## config.mk

```make
export PLATFORM = sky130hd
export DESIGN_NAME = mcsr_file
export DESIGN_NICKNAME = d
export VERILOG_FILES = /design/src/rtl/mcsr_pkg.sv /design/src/rtl/mcsr_decode.sv /design/src/rtl/mcsr_alu.sv /design/src/rtl/mcsr_store.sv /design/src/rtl/mcsr_file.sv
export SDC_FILE = /design/constraint.sdc
export NUM_CORES = 1
export LEC_CHECK = 0
export CORE_MARGIN = 5
export CORE_UTILIZATION = 48
export CTS_CLUSTER_SIZE = 40
export DETAILED_ROUTE_END_ITERATION = 10
export PLACE_DENSITY = 0.84
export SYNTH_ARGS = -nofsm -noshare
export SYNTH_HDL_FRONTEND = slang
export SYNTH_SLANG_ARGS = --single-unit
```

## constraint.sdc

```tcl
create_clock -name clk_i -period 2.53 [get_ports clk_i]
set_input_delay 0.506 -clock clk_i [delete_from_list [all_inputs] [get_ports clk_i]]
set_output_delay 0.506 -clock clk_i [all_outputs]
set_load 0.005 [all_outputs]
```

## src/rtl/mcsr_pkg.sv

```systemverilog
package mcsr_pkg;
  localparam int unsigned NREG = 7;

  localparam int unsigned I_STATUS = 0;
  localparam int unsigned I_ENABLE = 1;
  localparam int unsigned I_VECTOR = 2;
  localparam int unsigned I_RETPC  = 3;
  localparam int unsigned I_CAUSE  = 4;
  localparam int unsigned I_TVAL   = 5;
  localparam int unsigned I_PEND   = 6;

  localparam logic [1:0] KIND_WR  = 2'd1;
  localparam logic [1:0] KIND_SET = 2'd2;
  localparam logic [1:0] KIND_CLR = 2'd3;

  localparam int unsigned GIE_BIT  = 3;
  localparam int unsigned PGIE_BIT = 7;

  function automatic logic [11:0] csr_addr(int unsigned idx);
    case (idx)
      I_STATUS: csr_addr = 12'h300;
      I_ENABLE: csr_addr = 12'h304;
      I_VECTOR: csr_addr = 12'h305;
      I_RETPC:  csr_addr = 12'h341;
      I_CAUSE:  csr_addr = 12'h342;
      I_TVAL:   csr_addr = 12'h343;
      default:  csr_addr = 12'h344;
    endcase
  endfunction
endpackage

```

## src/rtl/mcsr_decode.sv

```systemverilog
module mcsr_decode
  import mcsr_pkg::*;
(
  input  logic            valid_i,
  input  logic [2:0]      op_i,
  input  logic [11:0]     addr_i,
  output logic [NREG-1:0] sel_o,
  output logic            legal_o,
  output logic            illegal_o,
  output logic [1:0]      kind_o,
  output logic            imm_form_o
);
  logic hit;
  logic op_ok;

  for (genvar i = 0; i < NREG; i++) begin : g_sel
    assign sel_o[i] = (addr_i == csr_addr(i));
  end

  assign hit        = |sel_o;
  assign op_ok      = (op_i[1:0] != 2'b00);
  assign legal_o    = valid_i & hit & op_ok;
  assign illegal_o  = valid_i & ~(hit & op_ok);
  assign kind_o     = op_i[1:0];
  assign imm_form_o = op_i[2];
endmodule

```

## src/rtl/mcsr_alu.sv

```systemverilog
module mcsr_alu
  import mcsr_pkg::*;
#(
  parameter int unsigned XLEN  = 32,
  parameter int unsigned IMM_W = 5
) (
  input  logic [1:0]       kind_i,
  input  logic             imm_form_i,
  input  logic [XLEN-1:0]  rs1_i,
  input  logic [IMM_W-1:0] imm_i,
  input  logic             src_zero_i,
  input  logic [XLEN-1:0]  old_i,
  output logic [XLEN-1:0]  new_o,
  output logic             wr_o
);
  logic [XLEN-1:0] src;
  logic            no_src;

  assign src    = imm_form_i ? {{(XLEN-IMM_W){1'b0}}, imm_i} : rs1_i;
  assign no_src = imm_form_i ? (imm_i == '0) : src_zero_i;

  always_comb begin
    new_o = old_i;
    wr_o  = 1'b0;
    case (kind_i)
      KIND_WR:  begin new_o = src;           wr_o = 1'b1;    end
      KIND_SET: begin new_o = old_i | src;   wr_o = ~no_src; end
      KIND_CLR: begin new_o = old_i & ~src;  wr_o = ~no_src; end
      default:  ;
    endcase
  end
endmodule

```

## src/rtl/mcsr_store.sv

```systemverilog
module mcsr_store
  import mcsr_pkg::*;
#(
  parameter int unsigned XLEN  = 32,
  parameter int unsigned IRQ_N = 3
) (
  input  logic            clk_i,
  input  logic            rst_ni,
  input  logic            we_i,
  input  logic [NREG-1:0] sel_i,
  input  logic [XLEN-1:0] wdata_i,
  input  logic            trap_i,
  input  logic            trap_irq_i,
  input  logic [XLEN-2:0] trap_code_i,
  input  logic [XLEN-1:0] trap_pc_i,
  input  logic [XLEN-1:0] trap_val_i,
  input  logic            mret_i,
  input  logic [IRQ_N-1:0] irq_i,
  output logic [XLEN-1:0] rdata_o,
  output logic [XLEN-1:0] epc_o,
  output logic [XLEN-1:0] tvec_o,
  output logic            gie_o,
  output logic            pgie_o
);
  localparam int unsigned TOP_IRQ_BIT = 4 * (IRQ_N - 1) + 3;

  function automatic logic [XLEN-1:0] irq_mask();
    logic [XLEN-1:0] m;
    m = '0;
    for (int k = 0; k < IRQ_N; k++) m[4*k+3] = 1'b1;
    return m;
  endfunction

  localparam logic [XLEN-1:0] IRQ_MASK = irq_mask();

  logic            gie_q, pgie_q;
  logic [XLEN-1:0] enable_q, vector_q, retpc_q, cause_q, tval_q;
  logic [XLEN-1:0] pend_w, status_w;
  logic [XLEN-1:0] rv [NREG];

  initial begin
    if (TOP_IRQ_BIT >= XLEN) $error("IRQ_N too large for XLEN");
  end

  always_comb begin
    pend_w = '0;
    for (int k = 0; k < IRQ_N; k++) pend_w[4*k+3] = irq_i[k];
  end

  always_comb begin
    status_w           = '0;
    status_w[GIE_BIT]  = gie_q;
    status_w[PGIE_BIT] = pgie_q;
  end

  always_comb begin
    rv[I_STATUS] = status_w;
    rv[I_ENABLE] = enable_q;
    rv[I_VECTOR] = vector_q;
    rv[I_RETPC]  = retpc_q;
    rv[I_CAUSE]  = cause_q;
    rv[I_TVAL]   = tval_q;
    rv[I_PEND]   = pend_w;
  end

  // one-hot select: OR of gated entries
  always_comb begin
    rdata_o = '0;
    for (int i = 0; i < NREG; i++) rdata_o = rdata_o | (sel_i[i] ? rv[i] : '0);
  end

  always_ff @(posedge clk_i or negedge rst_ni) begin
    if (!rst_ni) begin
      gie_q    <= 1'b0;
      pgie_q   <= 1'b0;
      enable_q <= '0;
      vector_q <= '0;
      retpc_q  <= '0;
      cause_q  <= '0;
      tval_q   <= '0;
    end else if (trap_i) begin
      retpc_q <= trap_pc_i;
      cause_q <= {trap_irq_i, trap_code_i};
      tval_q  <= trap_val_i;
      pgie_q  <= gie_q;
      gie_q   <= 1'b0;
    end else if (mret_i) begin
      gie_q  <= pgie_q;
      pgie_q <= 1'b1;
    end else if (we_i) begin
      if (sel_i[I_STATUS]) begin
        gie_q  <= wdata_i[GIE_BIT];
        pgie_q <= wdata_i[PGIE_BIT];
      end
      if (sel_i[I_ENABLE]) enable_q <= wdata_i & IRQ_MASK;
      if (sel_i[I_VECTOR]) vector_q <= wdata_i;
      if (sel_i[I_RETPC])  retpc_q  <= wdata_i;
      if (sel_i[I_CAUSE])  cause_q  <= wdata_i;
      if (sel_i[I_TVAL])   tval_q   <= wdata_i;
    end
  end

  assign epc_o  = retpc_q;
  assign tvec_o = {vector_q[XLEN-1:2], 2'b00};
  assign gie_o  = gie_q;
  assign pgie_o = pgie_q;
endmodule

```

## src/rtl/mcsr_file.sv

```systemverilog
module mcsr_file
  import mcsr_pkg::*;
#(
  parameter int unsigned XLEN  = 32,
  parameter int unsigned IMM_W = 5,
  parameter int unsigned IRQ_N = 3
) (
  input  logic             clk_i,
  input  logic             rst_ni,
  input  logic             acc_valid_i,
  input  logic [2:0]       acc_op_i,
  input  logic [11:0]      acc_addr_i,
  input  logic [XLEN-1:0]  acc_rs1_i,
  input  logic [IMM_W-1:0] acc_imm_i,
  input  logic             acc_src_zero_i,
  input  logic             trap_i,
  input  logic             trap_irq_i,
  input  logic [XLEN-2:0]  trap_code_i,
  input  logic [XLEN-1:0]  trap_pc_i,
  input  logic [XLEN-1:0]  trap_val_i,
  input  logic             mret_i,
  input  logic [IRQ_N-1:0] irq_i,
  output logic [XLEN-1:0]  rdata_o,
  output logic             illegal_o,
  output logic [XLEN-1:0]  epc_o,
  output logic [XLEN-1:0]  tvec_o,
  output logic             mie_o
);
  logic [NREG-1:0] sel;
  logic            legal;
  logic [1:0]      kind;
  logic            imm_form;
  logic [XLEN-1:0] old_val, new_val;
  logic            alu_wr;
  logic            st_mpie;

  mcsr_decode u_dec (
    .valid_i    (acc_valid_i),
    .op_i       (acc_op_i),
    .addr_i     (acc_addr_i),
    .sel_o      (sel),
    .legal_o    (legal),
    .illegal_o  (illegal_o),
    .kind_o     (kind),
    .imm_form_o (imm_form)
  );

  mcsr_alu #(.XLEN(XLEN), .IMM_W(IMM_W)) u_alu (
    .kind_i     (kind),
    .imm_form_i (imm_form),
    .rs1_i      (acc_rs1_i),
    .imm_i      (acc_imm_i),
    .src_zero_i (acc_src_zero_i),
    .old_i      (old_val),
    .new_o      (new_val),
    .wr_o       (alu_wr)
  );

  mcsr_store #(.XLEN(XLEN), .IRQ_N(IRQ_N)) u_store (
    .clk_i       (clk_i),
    .rst_ni      (rst_ni),
    .we_i        (legal & alu_wr),
    .sel_i       (sel),
    .wdata_i     (new_val),
    .trap_i      (trap_i),
    .trap_irq_i  (trap_irq_i),
    .trap_code_i (trap_code_i),
    .trap_pc_i   (trap_pc_i),
    .trap_val_i  (trap_val_i),
    .mret_i      (mret_i),
    .irq_i       (irq_i),
    .rdata_o     (old_val),
    .epc_o       (epc_o),
    .tvec_o      (tvec_o),
    .gie_o       (mie_o),
    .pgie_o      (st_mpie)
  );

  assign rdata_o = legal ? old_val : '0;
endmodule

```

==> run_results.csv, run 1 <==
group,metric,value,unit
setup_path,critPathLaunchType,"input port",
logic_synthesis,synth-edff-count,0,
setup_path,worstSetupStartpoint,"acc_addr_i[4]",
setup_path,crit_fanout,7,
grt,grt_pass1_wl,49000,µm
grt,grt_pass1_vias,8960,
drt,ant_nets,0,
finish,multi_input_area,0.00451,mm²
floorplanning,die_w,141,µm
timing,setup_viol,14,
finish,fill_cells,1310,
grt,antenna_found_initial,0,
power_and_ir_drop,p_leak,5.00,nW
finish,final_nets,1333,
logic_synthesis,synth_compound_area_frac,0.324,
finish,seqCellArea,0.00333,mm²
logic_synthesis,synth_area_per_cell,9.11,µm²
floorplanning,die_area,0.0200,mm²
timing,rsz0062_at_grt,"true",
setup_path,crit_chain,"buf_6 -> or4_4 -> nor2_4 -> nand4b_4 -> buf_12 -> buf_8 -> buf_12 -> nor2b_4 -> buf_2",
grt,grt_use_total,0.313,
logic_synthesis,synth_area,0.00828,mm²
logic_synthesis,synth_mux_area_frac,0.0547,
power_and_ir_drop,power_density,486,mW/mm²
timing,drv_slew,0,
drt,wl_per_cell,22.9,µm
logic_synthesis,synth_top_family_by_area,"compound AO/OA/AOI/OAI gates",
flow_run,cap_violations,0,
setup_path,critPathArrivalTime,2.10,ns
timing,worstMarginPinSlew,0.577,ns
grt,grt.overflow.total,0,
timing,timing.slew.headroom,0.615,
placed_design,place_congestion,0.905,
logic_synthesis,synthArstFlopShare,1.00,
status,violations,"negative setup slack",
cts,clock_latency,0.43,ns
logic_synthesis,ys_ff_latch,133,
timing,layout_setup_ws,-0.0729,ns
logic_synthesis,syn_inst,909,
floorplanning,start_util,0.484,
drt,first_pass_iters,5,
setup_path,critPathBufInv,5,
logic_synthesis,ys.flop_type,"dfrtp_1",
cts,cts_root_buf,"clkbuf_16",
finish,syn_to_final_growth,46.9,%
timing,hold_ws,0.0485,ns
cts,htree_levels,4,
cts,clk_pin_slew,0.06,ns
cts,cts.sinks,133,
placed_design,io_buffers,252,
cts,cts_tree,"built",
logic_synthesis,synthDistinctLibCells,58,
logic_synthesis,synth_xor_area_frac,0,
placed_design,hpwl,22400,µm
status,status,"finished, violations left",
setup_path,cpMostUsedCell,"buf_12",
grt,grt_max_degree,94,
logic_synthesis,synthAdderAreaFrac,0,
cts,clockBufferDepth,2,
setup_path,critical_path_class,"in2out",
timing,fmax,384,MHz
timing,finalCriticalPeriod,2.60,ns
floorplanning,io_pins,255,
min_path,hold_class,"in2async",
logic_synthesis,yosysWarningCount,0,
setup_path,r2r-start,"u_store.epc_o[7]$_DFFE_PN0P_",
logic_synthesis,synth_top_cell_by_area,"dfrtp_1",
setup_path,crit_family,"simple AND/OR/NAND/NOR gates",
setup_path,cp.required,2.02,ns
drt,vias,8911,
timing,fin_crit_sh,1.03,
drt,drcViolationCount,0,
timing,fin_skew,0.00437,ns
setup_path,cpPeakStageDelay,0.56,ns
floorplanning,core_area,0.0171,mm²
power_and_ir_drop,ir_drop,0.494,mV
drt,totalWireLength,32400,µm
logic_synthesis,synth-seq-area-share,0.402,
drt,drt_iter0_drc,772,
logic_synthesis,synthTopCellsByArea,"dfrtp_1, a21oi_1, o21ai_0, a22oi_1, mux2i_1",
drt,vias_per_cell,6.30,
cts,cts_buffers,17,
setup_path,setup.worst_path.end_class,"output port",
setup_path,slowest_stage,"or4_4",
floorplanning,rows,48,
timing,fin_setup_tns,-0.663,ns
timing,hold_viol,0,
finish,layout-drive-gt1-share,0.212,
floorplanning,fp.dieH,141,µm
logic_synthesis,synth_simple_gate_area_frac,0.135,
logic_synthesis,yosysTopAreaCellShare,0.402,
[per-layer routing]
| metal | GRT usage | share of wire | up-vias |
|---|---|---|---|
| met5 | 0 | 0 | - |
| met4 | 0.138 | 0.036 | 0 |
| met3 | 0.0691 | 0.095 | 90 |
| met2 | 0.525 | 0.49 | 517 |
| met1 | 0.389 | 0.38 | 4358 |
| li1 | - | - | 3946 |
[what timing repair did]
item | in CTS | in global routing
hold buffers | 0 | 0
endpoints found under the setup margin | 109 | 45
gates cloned | 3 | 0
resized for setup | 203 | 24
setup buffers | 11 | 0
pin swaps | 8 | 1
[through the flow]
| step | cell area [µm²] | util | power, mW | cells | worst slack (ns) |
|---|---|---|---|---|---|
| 3_5_place_dp | 11400 | 0.664 | 3.51 | 1371 | -0.861 |
| 6_report | 12200 | 0.711 | 5.91 | 1415 | -0.0729 |
| 4_1_cts | 12100 | 0.708 | 5.89 | 1416 | -0.0710 |
| 3_3_place_gp | 11400 | 0.664 | 3.48 | 1371 | -0.873 |
| 2_1_floorplan | 8290 | - | 2.88 | 910 | 0.102 |
| 5_1_grt | 12200 | 0.711 | 6.10 | 1414 | -0.120 |
[worst paths after layout]
kind | to | slack [ns] | cells past startpoint
min in group clk_i | u_store.cause_q[20]$_DFFE_PN0P_ | 0.44 | 3
worst max register to register | u_store.enable_q[7]$_DFFE_PN0P_ | 0.54 | 8
max in group asynchronous | u_store.tval_q[31]$_DFFE_PN0P_ | 1.74 | 2
worst min-delay path | u_store.cause_q[8]$_DFFE_PN0P_ | 0.05 | 1
worst min register to register | u_store.enable_q[3]$_DFFE_PN0P_ | 0.48 | 2
worst max-delay path | rdata_o[11] | -0.07 | 9
[registers in the layout (all words and copies together), names as in the netlist]
signal            flops
u_store.pgie_o        1
u_store.cause_q      32
u_store.epc_o        32
u_store.enable_q      3
u_store.tval_q       32
u_store.vector_q     32
u_store.gie_o         1
[synthesized netlist by cell type, drive strengths merged, types with 4 or more instances]
cell    count
a211oi     12
nor2b      55
a22o       25
nand2      42
a21oi     117
nand2b      4
o21ai     129
a221oi     23
inv         4
mux2i      40
nand3       4
nor3b      34
o22ai       9
clkbuf     59
mux2        4
a31oi       4
a221o       7
dfrtp     133
a211o      25
o221ai      4
nor2       16
buf        61
a22oi      60
[cells by family after synthesis]
kind of cell,Yosys count
flip-flops,133
other,1
AND/OR/NAND/NOR,184
buffers and inverters,125
AO/OA/AOI/OAI,422
multiplexers,44
[where the power goes]
part	internal (mW)	switching (mW)
logic	0.616	0.547
clock network	1.38	1.01
registers	2.27	0.0931
total	4.26	1.65
[layout make-up]
class	instances	area share
diodes	1	0.000206
clock buffers	18	0.0361
clock inverters	14	0.0105
inverters	5	0.00154
multi-input cells	652	0.371
flip-flops and latches	133	0.273
well taps	225	0.0231
repair buffers	367	0.284
[placed cells by master (no fill, tap or decap), types with 25 or more instances in the layout]
cell,n
nand2_1,42
a22oi_1,60
mux2i_1,40
o21ai_0,94
a211o_1,25
buf_4,91
dfrtp_1,133
clkdlybuf4s50_1,202
nor2b_1,37
buf_2,38
nor3b_1,33
o21ai_1,29
a21oi_1,114
No activity file was read; power rests on OpenSTA's default activity.
==> inputs of run 2 (changes only) <==
--- a/config.mk
+++ b/config.mk
@@ -5,11 +5,12 @@
 export SDC_FILE = /design/constraint.sdc
 export NUM_CORES = 1
 export LEC_CHECK = 0
-export CORE_MARGIN = 5
-export CORE_UTILIZATION = 48
+export CORE_MARGIN = 2
+export CORE_UTILIZATION = 35
+export CTS_BUF_LIST = sky130_fd_sc_hd__clkbuf_2
 export CTS_CLUSTER_SIZE = 40
 export DETAILED_ROUTE_END_ITERATION = 10
-export PLACE_DENSITY = 0.84
+export PLACE_DENSITY = 0.65
 export SYNTH_ARGS = -nofsm -noshare
 export SYNTH_HDL_FRONTEND = slang
 export SYNTH_SLANG_ARGS = --single-unit
==> run_results.csv, run 2 (synthesized netlist as in run 1, its figures left out) <==
group,metric,value,unit
drt,vias,8595,
setup_path,r2r-start,"u_store.epc_o[7]$_DFFE_PN0P_",
grt,grt_use_total,0.265,
drt,wl_met2,15800,µm
drt,top_layer_used,"met5",
setup_path,worstSetupStartpoint,"u_store.enable_q[11]$_DFFE_PN0P_",
cts,cts_buffers,17,
cts,clockBufferDepth,2,
drt,met3WireLength,2640,µm
status,violations,"negative setup slack",
placed_design,hpwl,22300,µm
grt,grt.overflow.total,0,
placed_design,io_buffers,252,
setup_path,cp.required,2.02,ns
power_and_ir_drop,p_total,5.16,mW
drt,drt_iter0_drc,678,
floorplanning,rows,56,
timing,hold_viol,0,
cts,cts_tree,"built",
min_path,hold_class,"in2async",
setup_path,critPathArrivalTime,2.12,ns
floorplanning,start_util,0.355,
finish,syn_to_final_growth,51.7,%
timing,finalCriticalPeriod,2.63,ns
drt,vias_per_cell,5.59,
finish,final_nets,1364,
power_and_ir_drop,power_density,411,mW/mm²
cts,htree_levels,4,
floorplanning,fp.dieH,158,µm
floorplanning,die_area,0.0249,mm²
setup_path,crit_chain,"mux2i_1 -> or3_4 -> a31oi_4 -> nor2b_4 -> buf_2",
floorplanning,io_pins,255,
timing,layout_setup_ws,-0.0969,ns
finish,layout-drive-gt1-share,0.242,
setup_path,slowest_stage,"dfrtp_1",
timing,fin_crit_sh,1.04,
setup_path,worstSetupEndpoint,"rdata_o[11]",
placed_design,place_congestion,0.882,
cts,cts.sinks,133,
grt,grt_max_degree,79,
timing,fmax,381,MHz
setup_path,critPathLaunchType,"register",
drt,first_pass_iters,5,
setup_path,cpPeakStageDelay,0.43,ns
finish,layout_commonest_cell,"clkdlybuf4s50_1",
setup_path,worst-r2r-setup-slack,0.46,ns
grt,grt_pass1_wl,49800,µm
floorplanning,core_area,0.0233,mm²
status,status,"finished, violations left",
drt,drcViolationCount,0,
finish,fill_cells,2146,
finish,final_util,0.539,
finish,seqCellArea,0.00333,mm²
cts,cts_root_buf,"clkbuf_2",
flow_run,cap_violations,0,
timing,timing.slew.headroom,0.429,
drt,totalWireLength,33400,µm
cts,clk_pin_slew,0.25,ns
drt,ant_nets,0,
power_and_ir_drop,p_leak,5.11,nW
cts,clock_latency,0.74,ns
timing,worstMarginPinSlew,0.857,ns
power_and_ir_drop,ir_drop,0.256,mV
finish,multi_input_area,0.00463,mm²
timing,rsz0062_at_grt,"true",
finish,layout_common_cells,"clkdlybuf4s50_1, dfrtp_1, buf_4, a21oi_1, o21ai_0",
drt,wl_per_cell,21.7,µm
timing,setup_viol,20,
setup_path,r2r_end,"u_store.tval_q[7]$_DFFE_PN0P_",
timing,drv_slew,0,
setup_path,crit_fanout,3,
setup_path,setup.worst_path.end_class,"output port",
grt,grt_pass1_vias,8596,
setup_path,worstRegToRegCells,9,
setup_path,critical_path_class,"reg2out",
floorplanning,die_w,158,µm
timing,fin_skew,0.0455,ns
drt,drt-met1-wl,14100,µm
grt,antenna_found_initial,2,
[run 2: final cells by class]
cell class / count / area share
Inverter: 5 / 0.00149
Sequential cell: 133 / 0.265
Timing Repair Buffer: 398 / 0.310
Tap cell: 319 / 0.0318
Clock buffer: 17 / 0.00677
Antenna cell: 1 / 0.000199
Multi-Input combinational cell: 652 / 0.369
Clock inverter: 13 / 0.0165
[run 2: layer usage]
layer / vias to the layer above / global-route usage
met5: - / 0
met4: 2 / 0.0818
met3: 51 / 0.0652
met2: 360 / 0.435
met1: 4173 / 0.344
li1: 4009 / -
[run 2: worst min path at each step]
stage	start	slack [ns]	endpoint
final	rst_ni	0.22	u_store.tval_q[5]$_DFFE_PN0P_
after detailed placement	rst_ni	0.45	u_store.epc_o[8]$_DFFE_PN0P_
after CTS	rst_ni	0.17	u_store.tval_q[5]$_DFFE_PN0P_
after floorplan	rst_ni	0.21	u_store.cause_q[0]$_DFFE_PN0P_
after global placement	rst_ni	0.45	u_store.epc_o[8]$_DFFE_PN0P_
after global routing	rst_ni	0.18	u_store.tval_q[7]$_DFFE_PN0P_
[run 2: what timing repair did]
item                                   4_1_cts  5_1_grt
pin swaps                                   14        8
setup endpoints to repair                   33       41
hold buffers                                 2        0
endpoints found under the hold margin       42        0
resized for setup                          249       24
setup buffers                               21        5
cloned                                       7        2
[run 2: metrics by stage]
| step | area [µm²] | worst slack (ns) | hold WS, ns | setup TNS, ns | instances |
|---|---|---|---|---|---|
| final | 12600 | -0.0969 | 0.217 | -0.465 | 1538 |
| after global routing | 12600 | -0.209 | 0.182 | -1.62 | 1537 |
| after CTS | 12400 | -0.135 | 0.171 | -1.51 | 1532 |
| after detailed placement | 11600 | -0.934 | 0.453 | -98.52 | 1474 |
| after global placement | 11600 | -0.890 | 0.451 | -94.14 | 1474 |
| after floorplan | 8290 | 0.102 | 0.210 | 0 | 910 |
[run 2: power breakdown]
part / internal (mW) / switching [mW]
Sequential: 2.27 / 0.0883
Clock: 0.740 / 0.874
Combinational: 0.649 / 0.543
[run 2: worst max-delay path: cells and delay by family, from the launching register on]
kind	cells	cell delay, ns
muxes	1	0.09
buffers and inverters	1	0.13
DFF	1	0.43
AOI/OAI and AO/OA	1	0.17
and+or+nand+nor	2	0.56
==> inputs of run 3 (changes only) <==
--- a/config.mk
+++ b/config.mk
@@ -5,12 +5,12 @@
 export SDC_FILE = /design/constraint.sdc
 export NUM_CORES = 1
 export LEC_CHECK = 0
-export CORE_MARGIN = 2
 export CORE_UTILIZATION = 35
 export CTS_BUF_LIST = sky130_fd_sc_hd__clkbuf_2
 export CTS_CLUSTER_SIZE = 40
 export DETAILED_ROUTE_END_ITERATION = 10
-export PLACE_DENSITY = 0.65
+export DONT_BUFFER_PORTS = 1
+export PLACE_DENSITY = 0.51
 export SYNTH_ARGS = -nofsm -noshare
 export SYNTH_HDL_FRONTEND = slang
 export SYNTH_SLANG_ARGS = --single-unit
==> run_results.csv, run 3 (synthesized netlist as in run 1, its figures left out) <==
group,metric,value,unit
status,status,"finished, violations left",
status,violations,"negative hold slack",
floorplanning,fp.dieH,156,µm
grt,grt_use_total,0.259,
timing,hold_viol,133,
timing,rsz0062_at_grt,"true",
floorplanning,rows,55,
grt,grt.overflow.total,0,
cts,cts_tree,"built",
timing,fmax,397,MHz
floorplanning,io_pins,255,
cts,cts_root_buf,"clkbuf_2",
setup_path,crit_family,"simple AND/OR/NAND/NOR gates",
setup_path,crit_chain,"mux2i_1 -> or3_1 -> a31oi_4 -> nor2b_2 -> buf_4",
finish,final_util,0.469,
setup_path,cpPeakStageDelay,0.40,ns
drt,drt_iter0_drc,491,
placed_design,place_congestion,0.803,
finish,layout_common_cells,"dlygate4sd3_1, dfrtp_1, a21oi_1, o21ai_0, a22oi_1",
setup_path,cp.required,2.02,ns
setup_path,critical_path_class,"reg2out",
power_and_ir_drop,power_density,428,mW/mm²
power_and_ir_drop,ir_drop,0.199,mV
setup_path,crit_fanout,3,
power_and_ir_drop,p_leak,4.19,nW
drt,first_pass_iters,5,
drt,totalWireLength,31300,µm
placed_design,io_buffers,0,
min_path,hold_class,"in2async",
timing,fin_skew,0.0352,ns
cts,cts.sinks,133,
grt,antenna_found_initial,3,
grt,grt_pass1_vias,7989,
floorplanning,die_w,156,µm
timing,worstMarginPinSlew,1.11,ns
drt,ant_nets,0,
floorplanning,start_util,0.361,
cts,cts_buffers,17,
grt,grt_pass1_wl,47600,µm
floorplanning,core_area,0.0229,mm²
finish,final_nets,1205,
setup_path,slowest_stage,"dfrtp_1",
timing,setup_viol,0,
timing,finalCriticalPeriod,2.52,ns
cts,htree_levels,4,
setup_path,critPathArrivalTime,2.01,ns
timing,drv_slew,0,
grt,grt_max_degree,134,
finish,syn_to_final_growth,29.9,%
drt,wl_per_cell,22.7,µm
finish,layout_commonest_cell,"dlygate4sd3_1",
cts,clk_pin_slew,0.24,ns
timing,fin_setup_tns,0,ns
cts,cts_hold_buf,181,
timing,timing.slew.headroom,0.257,
placed_design,hpwl,19400,µm
setup_path,critPathLaunchType,"register",
drt,drcViolationCount,0,
setup_path,critPathBufInv,1,
cts,clock_latency,0.71,ns
floorplanning,die_area,0.0243,mm²
drt,vias,7969,
timing,fin_crit_sh,0.996,
timing,hold_ws,-0.540,ns
flow_run,cap_violations,0,
finish,layout-drive-gt1-share,0.128,
cts,clockBufferDepth,2,
drt,vias_per_cell,5.80,
setup_path,setup.worst_path.end_class,"output port",
==> run 3: cell types whose count changed in the layout (fill, tap and decap cells not counted), sizes merged <==
cell / delta
buf: -129
bufinv: -3
clkbuf: -1
clkdlybuf4s15: -2
clkdlybuf4s50: -202
clkinvlp: +1
dlygate4sd2: -3
dlygate4sd3: +179
inv: +3
==> run 3: layer usage <==
layer	routed length (µm)	GRT usage	vias to the layer above
li1	-	-	3676
met4	304	0.0579	4
met2	14800	0.432	295
met5	23	0	-
met1	13700	0.333	3963
met3	2390	0.0719	31
==> run 3: repair_timing <==
| item | 4_1_cts | 5_1_grt |
|---|---|---|
| hold endpoints to repair | 231 | 133 |
| resized for setup | 4 | 28 |
| endpoints found under the setup margin | 5 | 16 |
| pin swaps | 2 | 10 |
| buffers inserted | 0 | 5 |
==> run 3: power by group <==
part / internal, mW / leakage [nW] / switching [mW]
combinational: 0.525 / 2.37 / 0.339
clock: 0.467 / 0.143 / 0.907
sequential: 2.27 / 1.68 / 0.0998
==> run 3: per-stage QoR <==
stage          instance area, µm²  power, mW  setup slack (ns)  std cells
6_report                    10800       4.60           0.00978       1375
5_1_grt                     10800       4.86            -0.156       1375
4_1_cts                     10600       4.65            -0.122       1369
3_5_place_dp                 8560       2.94            -0.197       1156
3_3_place_gp                 8560       2.93            -0.164       1156
2_1_floorplan                8290       2.88             0.102        910
==> run 3: area by class of cell <==
cell class                      instances  area (µm²)
Multi-Input combinational cell        652        4380
Antenna cell                            1        2.50
Inverter                                5        18.8
Tap cell                              313         392
Sequential cell                       133        3330
Clock buffer                           18        90.1
Fill cell                            2261       12200
Clock inverter                         14         150
Timing Repair Buffer                  239        2390
==> run 3: final timing paths <==
path | startpoint | to | slack, ns | cells past startpoint
min in group clk_i | acc_addr_i[2] | u_store.enable_q[11]$_DFFE_PN0P_ | 0.11 | 3
worst min-delay path | rst_ni | u_store.tval_q[4]$_DFFE_PN0P_ | -0.54 | 0
worst min register to register | u_store.enable_q[3]$_DFFE_PN0P_ | u_store.enable_q[3]$_DFFE_PN0P_ | 0.52 | 2
max in group asynchronous | rst_ni | u_store.vector_q[22]$_DFFE_PN0P_ | 2.86 | 0
worst max register to register | u_store.epc_o[30]$_DFFE_PN0P_ | u_store.cause_q[30]$_DFFE_PN0P_ | 0.15 | 7
worst max-delay path | u_store.enable_q[11]$_DFFE_PN0P_ | rdata_o[11] | 0.01 | 5
